$ cat src/rtl/pred_lut_pkg.sv
package pred_lut_pkg;

    typedef enum logic [1:0] {
        SEQ_IDLE  = 2'd0,
        SEQ_CLEAR = 2'd1,
        SEQ_WALK  = 2'd2
    } seq_state_e;

    // Value of the table-select bit for each table
    localparam int unsigned TBL_INT = 0;
    localparam int unsigned TBL_FP  = 1;

endpackage

$ cat src/rtl/plut_cfg_regs.sv
module plut_cfg_regs #(
    parameter  int unsigned NUM_CFG = 16,
    parameter  int unsigned REG_W   = 5,
    localparam int unsigned CIDX_W  = (NUM_CFG > 1) ? $clog2(NUM_CFG) : 1
) (
    input  logic              clk_i,
    input  logic              rst_ni,
    input  logic              wr_en_i,
    input  logic [CIDX_W-1:0] wr_idx_i,
    input  logic              wr_live_i,
    input  logic              wr_fp_i,
    input  logic [REG_W-1:0]  wr_tgt_i,
    input  logic [REG_W-1:0]  wr_pidx_i,
    input  logic              wr_inv_i,
    input  logic [CIDX_W-1:0] rd_idx_i,
    output logic              rd_live_o,
    output logic              rd_fp_o,
    output logic [REG_W-1:0]  rd_tgt_o,
    output logic [REG_W-1:0]  rd_pidx_o,
    output logic              rd_inv_o
);

    typedef struct packed {
        logic [NUM_CFG-1:0]            live;
        logic [NUM_CFG-1:0]            fp;
        logic [NUM_CFG-1:0][REG_W-1:0] tgt;
        logic [NUM_CFG-1:0][REG_W-1:0] pidx;
        logic [NUM_CFG-1:0]            inv;
    } slots_t;

    slots_t st_d, st_q;

    always_comb begin
        st_d = st_q;
        if (wr_en_i) begin
            st_d.live[wr_idx_i] = wr_live_i;
            st_d.fp[wr_idx_i]   = wr_fp_i;
            st_d.tgt[wr_idx_i]  = wr_tgt_i;
            st_d.pidx[wr_idx_i] = wr_pidx_i;
            st_d.inv[wr_idx_i]  = wr_inv_i;
        end
    end

    always_ff @(posedge clk_i or negedge rst_ni) begin
        if (!rst_ni) begin
            st_q <= '0;
        end else begin
            st_q <= st_d;
        end
    end

    assign rd_live_o = st_q.live[rd_idx_i];
    assign rd_fp_o   = st_q.fp[rd_idx_i];
    assign rd_tgt_o  = st_q.tgt[rd_idx_i];
    assign rd_pidx_o = st_q.pidx[rd_idx_i];
    assign rd_inv_o  = st_q.inv[rd_idx_i];

endmodule

$ cat src/rtl/plut_seq.sv
module plut_seq
    import pred_lut_pkg::*;
#(
    parameter  int unsigned NUM_CFG = 16,
    localparam int unsigned CIDX_W  = (NUM_CFG > 1) ? $clog2(NUM_CFG) : 1
) (
    input  logic              clk_i,
    input  logic              rst_ni,
    input  logic              commit_i,
    output logic              busy_o,
    output logic              clear_o,
    output logic              apply_o,
    output logic [CIDX_W-1:0] idx_o
);

    localparam logic [CIDX_W-1:0] LAST_IDX = CIDX_W'(NUM_CFG - 1);

    typedef struct packed {
        seq_state_e        st;
        logic [CIDX_W-1:0] idx;
    } seq_t;

    seq_t sq_d, sq_q;

    always_comb begin
        sq_d = sq_q;
        unique case (sq_q.st)
            SEQ_IDLE: begin
                if (commit_i) begin
                    sq_d.st  = SEQ_CLEAR;
                    sq_d.idx = '0;
                end
            end
            SEQ_CLEAR: begin
                sq_d.st = SEQ_WALK;
            end
            SEQ_WALK: begin
                if (sq_q.idx == LAST_IDX) begin
                    sq_d.st  = SEQ_IDLE;
                    sq_d.idx = '0;
                end else begin
                    sq_d.idx = sq_q.idx + 1'b1;
                end
            end
            default: begin
                sq_d.st  = SEQ_IDLE;
                sq_d.idx = '0;
            end
        endcase
    end

    always_ff @(posedge clk_i or negedge rst_ni) begin
        if (!rst_ni) begin
            sq_q <= '{st: SEQ_IDLE, idx: '0};
        end else begin
            sq_q <= sq_d;
        end
    end

    assign busy_o  = (sq_q.st != SEQ_IDLE);
    assign clear_o = (sq_q.st == SEQ_CLEAR);
    assign apply_o = (sq_q.st == SEQ_WALK);
    assign idx_o   = sq_q.idx;

endmodule

$ cat src/rtl/plut_table.sv
module plut_table #(
    parameter  int unsigned NUM_REGS = 32,
    localparam int unsigned REG_W    = (NUM_REGS > 1) ? $clog2(NUM_REGS) : 1
) (
    input  logic             clk_i,
    input  logic             rst_ni,
    input  logic             clear_i,
    input  logic             wr_en_i,
    input  logic [REG_W-1:0] wr_reg_i,
    input  logic [REG_W-1:0] wr_pidx_i,
    input  logic             wr_inv_i,
    input  logic [REG_W-1:0] rd_reg_i,
    output logic             rd_en_o,
    output logic [REG_W-1:0] rd_pidx_o,
    output logic             rd_inv_o
);

    typedef struct packed {
        logic [NUM_REGS-1:0]            en;
        logic [NUM_REGS-1:0][REG_W-1:0] pidx;
        logic [NUM_REGS-1:0]            inv;
    } tbl_t;

    tbl_t tb_d, tb_q;

    always_comb begin
        tb_d = tb_q;
        if (clear_i) begin
            tb_d = '0;
        end else if (wr_en_i) begin
            tb_d.en[wr_reg_i]   = 1'b1;
            tb_d.pidx[wr_reg_i] = wr_pidx_i;
            tb_d.inv[wr_reg_i]  = wr_inv_i;
        end
    end

    always_ff @(posedge clk_i or negedge rst_ni) begin
        if (!rst_ni) begin
            tb_q <= '0;
        end else begin
            tb_q <= tb_d;
        end
    end

    assign rd_en_o   = tb_q.en[rd_reg_i];
    assign rd_pidx_o = tb_q.pidx[rd_reg_i];
    assign rd_inv_o  = tb_q.inv[rd_reg_i];

endmodule

$ cat src/rtl/pred_redirect_lut.sv
module pred_redirect_lut
    import pred_lut_pkg::*;
#(
    parameter  int unsigned NUM_CFG  = 16,
    parameter  int unsigned NUM_REGS = 32,
    parameter  int unsigned MASK_W   = 64,
    localparam int unsigned REG_W    = (NUM_REGS > 1) ? $clog2(NUM_REGS) : 1,
    localparam int unsigned CIDX_W   = (NUM_CFG > 1) ? $clog2(NUM_CFG) : 1
) (
    input  logic              clk_i,
    input  logic              rst_ni,
    input  logic              cfg_we_i,
    input  logic [CIDX_W-1:0] cfg_idx_i,
    input  logic              cfg_live_i,
    input  logic              cfg_fp_i,
    input  logic [REG_W-1:0]  cfg_tgt_i,
    input  logic [REG_W-1:0]  cfg_pidx_i,
    input  logic              cfg_inv_i,
    input  logic              cfg_commit_i,
    output logic              busy_o,
    input  logic              lk_req_i,
    input  logic              lk_fp_i,
    input  logic [REG_W-1:0]  lk_reg_i,
    output logic              lk_ready_o,
    output logic              lk_valid_o,
    output logic [MASK_W-1:0] lk_mask_o,
    output logic [REG_W-1:0]  rf_addr_o,
    input  logic [MASK_W-1:0] rf_data_i
);

    localparam int unsigned NUM_TBL = 2;

    // Rebuild sequencer
    logic              seq_busy;
    logic              seq_clear;
    logic              seq_apply;
    logic [CIDX_W-1:0] seq_idx;

    plut_seq #(.NUM_CFG(NUM_CFG)) i_seq (
        .clk_i    (clk_i),
        .rst_ni   (rst_ni),
        .commit_i (cfg_commit_i),
        .busy_o   (seq_busy),
        .clear_o  (seq_clear),
        .apply_o  (seq_apply),
        .idx_o    (seq_idx)
    );

    // Configuration slots, frozen while a rebuild walks them
    logic             slot_live;
    logic             slot_fp;
    logic [REG_W-1:0] slot_tgt;
    logic [REG_W-1:0] slot_pidx;
    logic             slot_inv;

    plut_cfg_regs #(.NUM_CFG(NUM_CFG), .REG_W(REG_W)) i_cfg (
        .clk_i     (clk_i),
        .rst_ni    (rst_ni),
        .wr_en_i   (cfg_we_i && !seq_busy),
        .wr_idx_i  (cfg_idx_i),
        .wr_live_i (cfg_live_i),
        .wr_fp_i   (cfg_fp_i),
        .wr_tgt_i  (cfg_tgt_i),
        .wr_pidx_i (cfg_pidx_i),
        .wr_inv_i  (cfg_inv_i),
        .rd_idx_i  (seq_idx),
        .rd_live_o (slot_live),
        .rd_fp_o   (slot_fp),
        .rd_tgt_o  (slot_tgt),
        .rd_pidx_o (slot_pidx),
        .rd_inv_o  (slot_inv)
    );

    // One mapping table per register class
    logic [NUM_TBL-1:0]            tbl_en;
    logic [NUM_TBL-1:0][REG_W-1:0] tbl_pidx;
    logic [NUM_TBL-1:0]            tbl_inv;

    for (genvar t = 0; t < NUM_TBL; t++) begin : g_tbl
        logic slot_hit;
        assign slot_hit = seq_apply && slot_live && (slot_fp == (t == TBL_FP));

        plut_table #(.NUM_REGS(NUM_REGS)) i_tbl (
            .clk_i     (clk_i),
            .rst_ni    (rst_ni),
            .clear_i   (seq_clear),
            .wr_en_i   (slot_hit),
            .wr_reg_i  (slot_tgt),
            .wr_pidx_i (slot_pidx),
            .wr_inv_i  (slot_inv),
            .rd_reg_i  (lk_reg_i),
            .rd_en_o   (tbl_en[t]),
            .rd_pidx_o (tbl_pidx[t]),
            .rd_inv_o  (tbl_inv[t])
        );
    end

    // Lookup result stage
    typedef struct packed {
        logic              valid;
        logic [MASK_W-1:0] mask;
    } res_t;

    res_t rs_d, rs_q;

    logic              sel_en;
    logic [REG_W-1:0]  sel_pidx;
    logic              sel_inv;
    logic [MASK_W-1:0] eff_mask;
    logic              accept;

    always_comb begin
        sel_en   = lk_fp_i ? tbl_en[TBL_FP]   : tbl_en[TBL_INT];
        sel_pidx = lk_fp_i ? tbl_pidx[TBL_FP] : tbl_pidx[TBL_INT];
        sel_inv  = lk_fp_i ? tbl_inv[TBL_FP]  : tbl_inv[TBL_INT];
        if (!sel_en) begin
            eff_mask = '1;
        end else if (sel_inv) begin
            eff_mask = ~rf_data_i;
        end else begin
            eff_mask = rf_data_i;
        end
        accept   = lk_req_i && !seq_busy;
        rs_d       = rs_q;
        rs_d.valid = accept;
        if (accept) begin
            rs_d.mask = eff_mask;
        end
    end

    always_ff @(posedge clk_i or negedge rst_ni) begin
        if (!rst_ni) begin
            rs_q <= '0;
        end else begin
            rs_q <= rs_d;
        end
    end

    assign rf_addr_o  = sel_pidx;
    assign busy_o     = seq_busy;
    assign lk_ready_o = !seq_busy;
    assign lk_valid_o = rs_q.valid;
    assign lk_mask_o  = rs_q.mask;

endmodule

$ cat config.mk
export PLATFORM = sky130hd
export DESIGN_NAME = pred_redirect_lut
export DESIGN_NICKNAME = d
export VERILOG_FILES = /design/src/rtl/pred_lut_pkg.sv /design/src/rtl/plut_cfg_regs.sv /design/src/rtl/plut_seq.sv /design/src/rtl/plut_table.sv /design/src/rtl/pred_redirect_lut.sv
export SDC_FILE = /design/constraint.sdc
export NUM_CORES = 1
export LEC_CHECK = 0
export BUFFER_PORTS_ARGS = -buffer_cell sky130_fd_sc_hd__buf_2
export CAP_MARGIN = 10
export CORE_ASPECT_RATIO = 0.7
export CORE_MARGIN = 4
export CORE_UTILIZATION = 25
export DETAILED_ROUTE_END_ITERATION = 10
export SLEW_MARGIN = 10
export SYNTH_ARGS = -nofsm -noshare
export SYNTH_HDL_FRONTEND = slang
export SYNTH_SLANG_ARGS = --single-unit
$ cat constraint.sdc
create_clock -name clk_i -period 9 [get_ports clk_i]
set_input_delay 0.9 -clock clk_i [delete_from_list [all_inputs] [get_ports clk_i]]
set_output_delay 0.9 -clock clk_i [all_outputs]
set_load 0.02 [all_outputs]
==> flow_metrics.tcl <==
set metrics [dict create \
    synth_cell_types 53 \
    synthTopCellsByArea "dfrtp_1 (54%), mux4_2 (13%), a32o_1 (8.5%), mux2_2 (6.9%), nor2_1 (1.9%)" \
    syn_nets 2602 \
    fin_crit_sh_pct 58.54 \
    clock-sinks 727 \
    clk_pin_slew_ns 0.06 \
    grt_pass1_wl_mm 159.8 \
    die-area_um2 141500 \
    grtUsageTotal_pct 14.73 \
    clockRootBuffer "clkbuf_16" \
    drive_gt1_share_pct 29.66 \
    die_w_um 447.9 \
    rsz0062_at_grt "false" \
    cts_resized 0 \
    insertion_delay_ns 0.67 \
    fin_setup_tns_ns 0 \
    fin_worst_skew_ns 0.04308 \
    gp_congestion 0.8539 \
    cts-htree-levels 3 \
    cts_made_buffers 75 \
    hp-class "in -> async" \
    status "finished clean" \
    nFillCells 13490 \
    grt_pass1_vias 24000 \
    design.core.area_um2 133800 \
    worst_setup_path_start_kind "input port" \
    drc_errors 0 \
    finalSetupViolations 0 \
    yosys_warnings 0 \
    dp_cells 4228 \
    fin_cells 4361 \
    path_class "in -> out" \
    async_flop_share_pct 100.0 \
    wl_per_cell_um 24.46 \
    vias 24190 \
    end_kind "output port" \
    hold_buffers 0 \
    dp_hpwl_mm 64.89 \
    vdd_drop_max_mv 0.3148 \
    ys_ff_latch 727 \
    fmax_ghz 0.1898 \
    routed_wl_mm 106.7 \
    cp.required_ns 8.10 \
    cp.arrival_ns 4.37 \
    synth_ff_type "dfrtp_1" \
    start_util_pct 25.30 \
    overflow 0 \
    hold_viol_final 0 \
    relSlewSlack_pct 11.10 \
    synth_edf_count 0 \
    ant_nets 0 \
    grt_max_degree 212 \
    synth_top_area_share_pct 53.73 \
    postCtsSetupBuffers 0 \
    drv_slew 0 \
    ff2ff_setup_slack_ns 4.09 \
    antenna_found_initial 7 \
    cts_tree "yes" \
    yosysTopAreaCell "dfrtp_1" \
    syn_area_um2 33860 \
    syn_inst 2509 \
    io_pins 164 \
    power_density_nw_per_um2 277.7 \
    syn_to_final_growth_pct 14.56 \
    drt_iter0_markers 3058 \
    via_per_inst 5.547 \
    fin_nets 2631 \
    period_needed_ns 5.269 \
    rows 112 \
    leakagePower_uw 0.01580 \
    avgSynthCellArea_um2 13.49 \
    io_buffers 163 \
    ys_seq_area_share_pct 53.73 \
    cp_max_fo 53 \
    tightest_slew_ns 1.334 \
    cap_violations 0 \
    clk_path_buf_depth 3 \
    drtPass1Iterations 6 \
    die_height_um 315.9 \
]
-- where the power goes --
group	internal (µW)	total (µW)	switching, µW
Clock	1810	3200	1390
Combinational	1140	3320	2180
Sequential	3890	4250	363
-- layout make-up --
cell class	instances	area (µm²)	share of cell area, %
Timing Repair Buffer	207	1206	3.110
Multi-Input combinational cell	1516	14620	37.70
Sequential cell	727	18200	46.92
Antenna cell	1	2.502	0.006452
Clock buffer	105	2161	5.571
Clock inverter	27	345.3	0.8903
Inverter	11	41.29	0.1065
Tap cell	1767	2211	5.700
-- worst paths after layout --
check                                    startpoint                       end  depth (start not counted)
max reg2reg                          i_seq.idx_o[1]  g_tbl[1].i_tbl.tb_q[105]                          7
max                                     lk_reg_i[0]              rf_addr_o[2]                          6
max in group asynchronous                    rst_ni            i_cfg.st_q[36]                          3
min reg2reg                g_tbl[1].i_tbl.tb_q[196]  g_tbl[1].i_tbl.tb_q[196]                          2
min in group clk_i         g_tbl[1].i_tbl.tb_q[196]  g_tbl[1].i_tbl.tb_q[196]                          2
min                                          rst_ni  g_tbl[0].i_tbl.tb_q[203]                          1
-- sequential cells by signal, indices dropped and copies added, names as in the netlist --
register / cells
g_tbl.i_tbl.tb_q: 448
i_cfg.st_q: 208
i_seq.idx_o: 4
i_seq.sq_q: 2
lk_mask_o: 64
lk_valid_o: 1
-- cells in the final DEF, fill, tap and decap left out, types with 10 or more instances in the layout --
| master | n |
|---|---|
| o221ai_1 | 64 |
| o21a_1 | 14 |
| or4_1 | 64 |
| a21oi_1 | 58 |
| inv_1 | 10 |
| a32o_1 | 288 |
| mux4_2 | 199 |
| clkinv_2 | 10 |
| buf_2 | 160 |
| nor2_1 | 165 |
| nand2_1 | 166 |
| nand3_1 | 10 |
| o2111ai_1 | 64 |
| mux2i_1 | 13 |
| clkbuf_8 | 15 |
| dfrtp_1 | 725 |
| o2bb2ai_1 | 12 |
| o22ai_1 | 73 |
| buf_4 | 41 |
| and2_1 | 10 |
| mux2_2 | 208 |
| a22o_1 | 14 |
| clkbuf_16 | 76 |
| clkbuf_1 | 14 |
| nor2_2 | 12 |
-- logic make-up after synthesis --
group	share of synthesized area, %
and+or+nand+nor	6.940
AOI/OAI and AO/OA	15.37
buffers and inverters	3.326
adders and majority gates	0.03695
muxes	20.54
xor gates and xnor gates	0.05175
DFF	53.73
-- worst max-delay path, cell delays in order --
cell    delay [ns]
buf_6         0.53
buf_4         0.89
mux4_2        0.61
mux4_2        0.53
mux4_2        0.54
buf_2         0.19
-- synthesized netlist by cell type (3+ instances only) --
cell         n
dfrtp_1    727
a32o_1     288
mux2_2     208
mux4_2     199
nor2_1     170
clkbuf_1   169
nand2_1    166
o22ai_1     73
o2111ai_1   64
o221ai_1    64
or4_1       64
a21oi_1     58
buf_2       45
buf_1       27
a22o_1      14
o21a_1      14
and2_1      13
mux2i_1     13
o2bb2ai_1   12
nor2_2      11
inv_1       10
nand3_1     10
buf_4        9
nor2b_1      8
o21ai_0      8
nand2b_1     7
nand4_1      6
or2_1        6
buf_6        5
nor3_1       5
a22oi_1      3
and2_0       3
and3_1       3
or2_2        3
-- layer usage --
layer	wire length, µm	part of all wire [%]	GRT usage, %
met1	45980	43	20.75
met2	47050	44	21.43
met3	11170	10	5.502
met4	2460	2.3	3.473
met5	0	0	0
-- stage by stage --
stage / hold WS, ns / cell area, µm² / setup WS, ns / util, % / total power [µW]
2_1_floorplan: 0.4573 / 33860 / 4.291 / - / 6505
3_3_place_gp: 0.4715 / 36280 / 3.690 / 27.11 / 7532
3_5_place_dp: 0.4773 / 36280 / 3.630 / 27.11 / 7590
4_1_cts: 0.3297 / 38780 / 3.665 / 28.98 / 10810
5_1_grt: 0.3436 / 38780 / 3.489 / 28.98 / 11260
6_report: 0.2867 / 38790 / 3.731 / 28.98 / 10770
No activity file was read; power rests on OpenSTA's default activity.
